`src/rtl/drv_fault_pkg.sv`:
```
package drv_fault_pkg;

    typedef struct packed {
        logic fault_n;
        logic pdown;
        logic mute;
        logic offset;
        logic rate_sd;
        logic los_stat;
    } ctl_out_t;

    localparam ctl_out_t CTL_OUT_RST = '{
        fault_n:  1'b1,
        pdown:    1'b0,
        mute:     1'b0,
        offset:   1'b0,
        rate_sd:  1'b0,
        los_stat: 1'b0
    };

endpackage

```
`src/rtl/fault_combine.sv`:
```
module fault_combine #(
    parameter int N_TF = 2
) (
    input  logic [N_TF-1:0] tf_i,
    input  logic [N_TF-1:0] mask_tf_i,
    input  logic [N_TF-1:0] pol_tf_i,
    input  logic            los_raw_i,
    input  logic            mask_los_i,
    input  logic            pol_los_i,
    output logic            fault_any_o
);
    localparam int NSRC = N_TF + 1;

    logic [NSRC-1:0] live_src;

    // Termination legs: a set polarity bit inverts which level counts.
    for (genvar k = 0; k < N_TF; k++) begin : g_leg
        assign live_src[k] = (tf_i[k] ^ pol_tf_i[k]) & ~mask_tf_i[k];
    end

    // Signal source: active when the raw status equals the polarity bit.
    assign live_src[NSRC-1] = ~(los_raw_i ^ pol_los_i) & ~mask_los_i;

    assign fault_any_o = |live_src;
endmodule

```
`src/rtl/sig_policy.sv`:
```
module sig_policy (
    input  logic los_raw_i,
    input  logic force_off_i,
    input  logic force_on_i,
    input  logic mute_sel_i,
    output logic sig_eff_o,
    output logic mute_o,
    output logic offset_o
);
    // The force-off bit is checked first, so it wins over force-on.
    always_comb begin
        if (force_off_i)      sig_eff_o = 1'b0;
        else if (force_on_i)  sig_eff_o = 1'b1;
        else                  sig_eff_o = los_raw_i;
    end

    assign mute_o   = ~sig_eff_o &  mute_sel_i;
    assign offset_o = ~sig_eff_o & ~mute_sel_i;
endmodule

```
`src/rtl/drive_mode.sv`:
```
module drive_mode (
    input  logic en_pin_i,
    input  logic pd_bit_i,
    input  logic los_pd_link_i,
    input  logic sig_eff_i,
    input  logic rate_pin_i,
    input  logic sd_bit_i,
    output logic pdown_o,
    output logic rate_sd_o
);
    logic link_pd;

    assign link_pd   = los_pd_link_i & ~sig_eff_i;
    assign pdown_o   = ~en_pin_i | pd_bit_i | link_pd;
    assign rate_sd_o = rate_pin_i | sd_bit_i;
endmodule

```
`src/rtl/drv_fault_ctrl.sv`:
```
module drv_fault_ctrl
    import drv_fault_pkg::*;
#(
    parameter int N_TF = 2
) (
    input  logic            clk_i,
    input  logic            rst_ni,
    input  logic            en_pin_i,
    input  logic            rate_pin_i,
    input  logic            los_raw_i,
    input  logic [N_TF-1:0] tf_i,
    input  logic [N_TF-1:0] mask_tf_i,
    input  logic [N_TF-1:0] pol_tf_i,
    input  logic            mask_los_i,
    input  logic            pol_los_i,
    input  logic            pd_bit_i,
    input  logic            sd_bit_i,
    input  logic            los_pd_link_i,
    input  logic            mute_sel_i,
    input  logic            force_off_i,
    input  logic            force_on_i,
    output logic            fault_n_o,
    output logic            pdown_o,
    output logic            mute_o,
    output logic            offset_o,
    output logic            rate_sd_o,
    output logic            los_stat_o
);
    logic     fault_any;
    logic     sig_eff;
    logic     mute_c;
    logic     offset_c;
    logic     pdown_c;
    logic     rate_c;
    ctl_out_t out_d;
    ctl_out_t out_q;

    fault_combine #(.N_TF(N_TF)) u_comb (
        .tf_i        (tf_i),
        .mask_tf_i   (mask_tf_i),
        .pol_tf_i    (pol_tf_i),
        .los_raw_i   (los_raw_i),
        .mask_los_i  (mask_los_i),
        .pol_los_i   (pol_los_i),
        .fault_any_o (fault_any)
    );

    sig_policy u_pol (
        .los_raw_i   (los_raw_i),
        .force_off_i (force_off_i),
        .force_on_i  (force_on_i),
        .mute_sel_i  (mute_sel_i),
        .sig_eff_o   (sig_eff),
        .mute_o      (mute_c),
        .offset_o    (offset_c)
    );

    drive_mode u_mode (
        .en_pin_i      (en_pin_i),
        .pd_bit_i      (pd_bit_i),
        .los_pd_link_i (los_pd_link_i),
        .sig_eff_i     (sig_eff),
        .rate_pin_i    (rate_pin_i),
        .sd_bit_i      (sd_bit_i),
        .pdown_o       (pdown_c),
        .rate_sd_o     (rate_c)
    );

    always_comb begin
        out_d          = out_q;
        out_d.fault_n  = ~fault_any;
        out_d.pdown    = pdown_c;
        out_d.mute     = mute_c;
        out_d.offset   = offset_c;
        out_d.rate_sd  = rate_c;
        out_d.los_stat = los_raw_i;
    end

    always_ff @(posedge clk_i or negedge rst_ni) begin
        if (!rst_ni) out_q <= CTL_OUT_RST;
        else         out_q <= out_d;
    end

    assign fault_n_o  = out_q.fault_n;
    assign pdown_o    = out_q.pdown;
    assign mute_o     = out_q.mute;
    assign offset_o   = out_q.offset;
    assign rate_sd_o  = out_q.rate_sd;
    assign los_stat_o = out_q.los_stat;
endmodule

```
`config.mk`:
```
export PLATFORM = sky130hd
export DESIGN_NAME = drv_fault_ctrl
export DESIGN_NICKNAME = d
export VERILOG_FILES = /design/src/rtl/drv_fault_pkg.sv /design/src/rtl/fault_combine.sv /design/src/rtl/sig_policy.sv /design/src/rtl/drive_mode.sv /design/src/rtl/drv_fault_ctrl.sv
export SDC_FILE = /design/constraint.sdc
export NUM_CORES = 1
export LEC_CHECK = 0
export BUFFER_PORTS_ARGS = -buffer_cell sky130_fd_sc_hd__buf_4
export CORE_AREA = 2 2 39 41
export CTS_CLUSTER_SIZE = 25
export DETAILED_ROUTE_END_ITERATION = 10
export DIE_AREA = 0 0 41 43
export MAX_ROUTING_LAYER = met4
export SETUP_SLACK_MARGIN = 0.05
export SLEW_MARGIN = 20
export SYNTH_ARGS = -nofsm -noshare
export SYNTH_HDL_FRONTEND = slang
export SYNTH_HIERARCHICAL = 1
export SYNTH_SLANG_ARGS = --single-unit
export TNS_END_PERCENT = 10
```
`constraint.sdc`:
```
create_clock -name clk_i -period 0.9 [get_ports clk_i]
set_input_delay 0.18 -clock clk_i [delete_from_list [all_inputs] [get_ports clk_i]]
set_output_delay 0.18 -clock clk_i [all_outputs]
set_load 0.1 [all_outputs]
```
==> results of run 1 <==
registers in the layout, summed over array words and instances (netlist names):
| signal | count |
|---|---|
| offset_o | 1 |
| rate_sd_o | 1 |
| los_stat_o | 1 |
| pdown_o | 1 |
| mute_o | 1 |
| fault_n_o | 1 |
metal layers:
layer  global-route usage (%)  vias up
li1                         -      115
met1                     5.56       86
met2                     10.6       15
met3                        0        0
met4                     10.0        0
met5                        -        -
cell usage after synthesis:
master    count  area [sq um]
o21ba_4       1          16.3
nand2b_1      1          6.26
nor2b_2       1          8.76
o21ai_2       1          8.76
nor2_1        1          3.75
dfstp_2       1          26.3
dfrtp_1       5           125
o22a_1        1          8.76
or2_1         1          6.26
xnor2_1       2          17.5
inv_1         1          3.75
nand3b_1      1          7.51
xor2_1        1          8.76
cell usage in the layout (no fill, tap or decap), types with 2 or more instances in the layout:
master and n:
buf_4 18, buf_8 5, clkbuf_4 3, dfrtp_1 4
xnor2_1 2
area by class of cell:
type / count / area, sq um / area share [%]
Sequential cell: 6 / 153 / 28.5
Tap cell: 16 / 20.0 / 3.74
Inverter: 1 / 3.75 / 0.701
Clock buffer: 4 / 26.3 / 4.91
Timing Repair Buffer: 25 / 240 / 44.9
Multi-Input combinational cell: 11 / 92.6 / 17.3
final timing paths:
| check | cells after the start | from | slack (ps) | end |
|---|---|---|---|---|
| worst max-delay path | 1 | fault_n_o | -230 | fault_n_o |
| worst min-delay path | 1 | los_raw_i | 80 | los_stat_o |
| max in group asynchronous | 2 | rst_ni | 420 | fault_n_o |
| min in group asynchronous | 2 | rst_ni | 280 | rate_sd_o |
power groups by stage:
stage,clock network (mW),logic (mW),registers (mW)
6_report,0.263,0.316,0.307
5_1_grt,0.288,0.332,0.308
4_1_cts,0.280,0.316,0.306
3_5_place_dp,0,0.282,0.302
3_3_place_gp,0,0.281,0.302
2_1_floorplan,0,0.0398,0.442
repair_timing:
| action | CTS | global route |
|---|---|---|
| hold buffers | 1 | 0 |
| setup buffers | 0 | 0 |
| endpoints found under the setup margin | 6 | 6 |
| resized for setup | 12 | 1 |
| endpoints found under the hold margin | 6 | 0 |
per-stage QoR:
step           utilization (%)  setup slack [ps]
4_1_cts                   38.4              -236
5_1_grt                   38.7              -250
6_report                  38.7              -225
3_3_place_gp              32.5             -48.0
3_5_place_dp              32.5             -47.7
2_1_floorplan                -              -163
cells by family after synthesis:
group	after synthesis
buf+inv	1
flops	6
compound gates	3
xor+xnor	3
simple gates	5
==> results.toml, run 1 <==
[logic_synthesis]
synth_warnings = 6
ys_seq_elements = 6
synth_fa_ha_area_share_pct = 0
synth_compound_area_share_pct = 13.6
ys_seq_area_share_pct = 61.1
synth_top_family_by_area = "compound AO/OA/AOI/OAI gates"
synthXorXnorAreaFrac_pct = 10.6
yosysUniqueCellTypes = 13
yosys-mux-area-fraction_pct = 0
yosys.area_share.simple_pct = 13.1
postSynthNetCount = 37
synth_cells = 18
syn_avg_cell_area_sq_um = 13.8
syn_area_sq_um = 248

[timing]
maxSlewViolCount = 0
tightest_slew_ps = 162
holdWs_ps = 77.3
fin_ws_ps = -225
fin_crit_sh_pct = 125
hold_viol = 0
fmax_mhz = 889
slew_headroom_pct = 89.1
rsz0062_at_grt = "true"
fin_tns_setup_ps = -623
setup_viol = 6
period_needed_ps = 1130

[finish]
drive_above_1_share_pct = 68.1
fin_nets = 67
diodes = 0
finalInstanceArea_sq_um = 536
area_growth_syn_to_layout_pct = 116
fillers = 137
fin_cells = 63

[setup_path]
crit_arrival_ps = 950
start_kind = "register"
crit_type = "reg -> out"
cp_top_family = "flip-flops"
path_cells = "buf_12"
cp_slowest_cell = "dfstp_2"
cp_max_fo = 1
cp.required_ps = 720
critical_path.max_stage_delay_ps = 540
crit_path_end_kind = "output port"
cp.buffers_inverters = 1

[run_status]
status = "finished, violations left"
violations = "negative setup slack"

[placed_design]
gp_congestion = 0.504
numPortBuffers = 24
place_area_sq_um = 449
placedCellCount = 58

[pwr]
p_sw_share_pct = 32.5
pwr-share-clk_pct = 29.7
seqPwrFrac_pct = 34.6
switching_power_mw = 0.288
total_power_mw = 0.886
power_report.internal_total_mw = 0.598
power-per-cell-area_nw_per_um2 = 1650
combPwrFrac_pct = 35.7
peakVddDrop_uv = 354
power_leakage_nw = 0.255

[floorplan]
initial_core_util_pct = 17.9
fp.dieW_um = 41
ios = 25
dieArea_sq_um = 1760
rows = 14
die_y_um = 43
core_sq_um = 1380

[clock_tree]
htreeDepth = 1
cts_made_buffers = 3
clock-sinks = 6
path_clk_slew_ps = 40
cts_root_buf = "clkbuf_4"
cts_buffer_depth = 2
cts_tree = "done"

[route]
met3_length_um = 64
via_per_inst = 3.43
vias = 216
drt_iter0_markers = 1
m1WireLength_um = 169
ant_nets = 0
routed.top_layer = "met3"
firstDrtPassIters = 3
wl_met2_um = 339
wl_um = 573
wire_per_inst_um = 9.10
drc = 0

[global_routing]
antenna_found_initial = 0
grt_max_degree = 7
grt_usage_pct = 6.83
grt_pass1_vias = 185
grt_pass1_wl_um = 703
grt.overflow.total = 0

[worst_hold_path]
holdCritPathClass = "in -> reg"

[run]
drv_cap = 0
Power figures use the tool's default switching activity.
==> run 2: changes to the inputs <==
--- a/config.mk
+++ b/config.mk
@@ -10,11 +10,9 @@
 export CTS_CLUSTER_SIZE = 25
 export DETAILED_ROUTE_END_ITERATION = 10
 export DIE_AREA = 0 0 41 43
-export MAX_ROUTING_LAYER = met4
-export SETUP_SLACK_MARGIN = 0.05
+export SETUP_SLACK_MARGIN = 0.5
 export SLEW_MARGIN = 20
 export SYNTH_ARGS = -nofsm -noshare
 export SYNTH_HDL_FRONTEND = slang
 export SYNTH_HIERARCHICAL = 1
 export SYNTH_SLANG_ARGS = --single-unit
-export TNS_END_PERCENT = 10
==> run 2 against run 1 <==
  * The flow finishes with violations (negative hold slack, negative setup slack)
  * Core utilization grew 4.9 points
  * Final area grew 13%
  * Worst setup slack worse by 80 ps
  * Cell count unchanged
  * Sequential share of layout area shrank 0.081 points
  * Largest power group unchanged
==> results.toml, run 2 (synthesis results as in run 1) <==
[run_status]
status = "finished, violations left"
violations = "negative hold slack, negative setup slack"

[global_routing]
grt_usage_pct = 6.96
grt.overflow.total = 0
grtUsageMet3_pct = 2.09
antenna_found_initial = 0
grt_pass1_wl_um = 731
grtUsageMet2_pct = 10.3
grt_pass1_vias = 220
grt_busiest_layer = "met2"
met1_usage_pct = 5.54
grt_max_degree = 7

[floorplan]
fp.dieW_um = 41
core_sq_um = 1380
die_y_um = 43
ios = 25
rows = 14
initial_core_util_pct = 17.9
dieArea_sq_um = 1760

[setup_path]
cp.buffers_inverters = 1
crit_type = "reg -> out"
path_cells = "buf_12"
cp_max_fo = 1
cp_slowest_cell = "dfstp_4"
crit_arrival_ps = 1030
crit_path_end_kind = "output port"
cp.required_ps = 720
cp_top_family = "flip-flops"
critical_path.max_stage_delay_ps = 610
start_kind = "register"

[finish]
diodes = 0
drive_above_1_share_pct = 80.9
final_cell_mix = "buf_4 (15), buf_12 (6), dfrtp_4 (4)"
multi_input_area_sq_um = 100
fin_nets = 67
fin_cells = 63
final_core_util_pct = 43.6
fillers = 137
layout_commonest_cell = "buf_4"
area_growth_syn_to_layout_pct = 143
seq_area_sq_um = 171

[timing]
rsz0062_at_grt = "true"
hold_viol = 6
maxSlewViolCount = 0
fin_tns_setup_ps = -1040
fin_crit_sh_pct = 134
holdWs_ps = -272
slew_headroom_pct = 89.3
fmax_mhz = 829
setup_viol = 6
tightest_slew_ps = 159
period_needed_ps = 1210
fin_ws_ps = -306

[route]
wire_per_inst_um = 8.73
drt_iter0_markers = 0
wl_um = 550
via_per_inst = 3.94
ant_nets = 0
drc = 0
firstDrtPassIters = 1
vias = 248

[run]
drv_cap = 0

[clock_tree]
htreeDepth = 1
clock-sinks = 6
cts_tree = "done"
path_clk_slew_ps = 50
cts_root_buf = "clkbuf_4"
cts_made_buffers = 3
cts_buffer_depth = 2

[placed_design]
placedCellCount = 58
numPortBuffers = 24
gp_congestion = 0.544

[pwr]
total_power_mw = 0.922
power_leakage_nw = 0.274
peakVddDrop_uv = 424
power-per-cell-area_nw_per_um2 = 1530

[worst_hold_path]
holdCritPathClass = "in -> async"
## run 2: worst max path at each step
stage                     startpoint         to  slack [ps]  cells after the start
after global placement     fault_n_o  fault_n_o        -140                      1
after global routing       fault_n_o  fault_n_o        -330                      1
after CTS                  fault_n_o  fault_n_o        -310                      1
after detailed placement   fault_n_o  fault_n_o        -140                      1
after floorplan            fault_n_o  fault_n_o         -40                      0
final                      fault_n_o  fault_n_o        -310                      1
## run 2: report_power, final
part	internal, mW	switching [mW]	total (mW)
sequential	0.304	0.0145	0.319
clock	0.168	0.0935	0.261
combinational	0.161	0.181	0.343
total	0.633	0.289	0.922
## run 2: final cells by class
class / count / area share (%)
Clock buffer: 4 / 4.36
Multi-Input combinational cell: 11 / 16.6
Tap cell: 16 / 3.32
Timing Repair Buffer: 25 / 46.7
Sequential cell: 6 / 28.4
Inverter: 1 / 0.622
## run 2: metal layers
metal	share of wire (%)	vias to the layer above
li1	-	115
met4	2.4	0
met1	28	109
met3	20	2
met2	49	22
met5	0	-
## run 2: what timing repair did
| action | 4_1_cts | 5_1_grt |
|---|---|---|
| hold endpoints to repair | 6 | 6 |
| buffers inserted | 1 | 0 |
| resized for setup | 20 | 4 |
| pin swaps | 4 | 3 |
| setup endpoints to repair | 9 | 9 |
## run 2: per-stage QoR
step | cell area, sq um | hold WS [ps] | worst slack, ps
CTS | 587 | -276 | -315
floorplan | 268 | -116 | -39.6
finish | 603 | -272 | -306
global route | 603 | -277 | -326
detailed placement | 468 | -11.9 | -139
global placement | 468 | -12.4 | -138
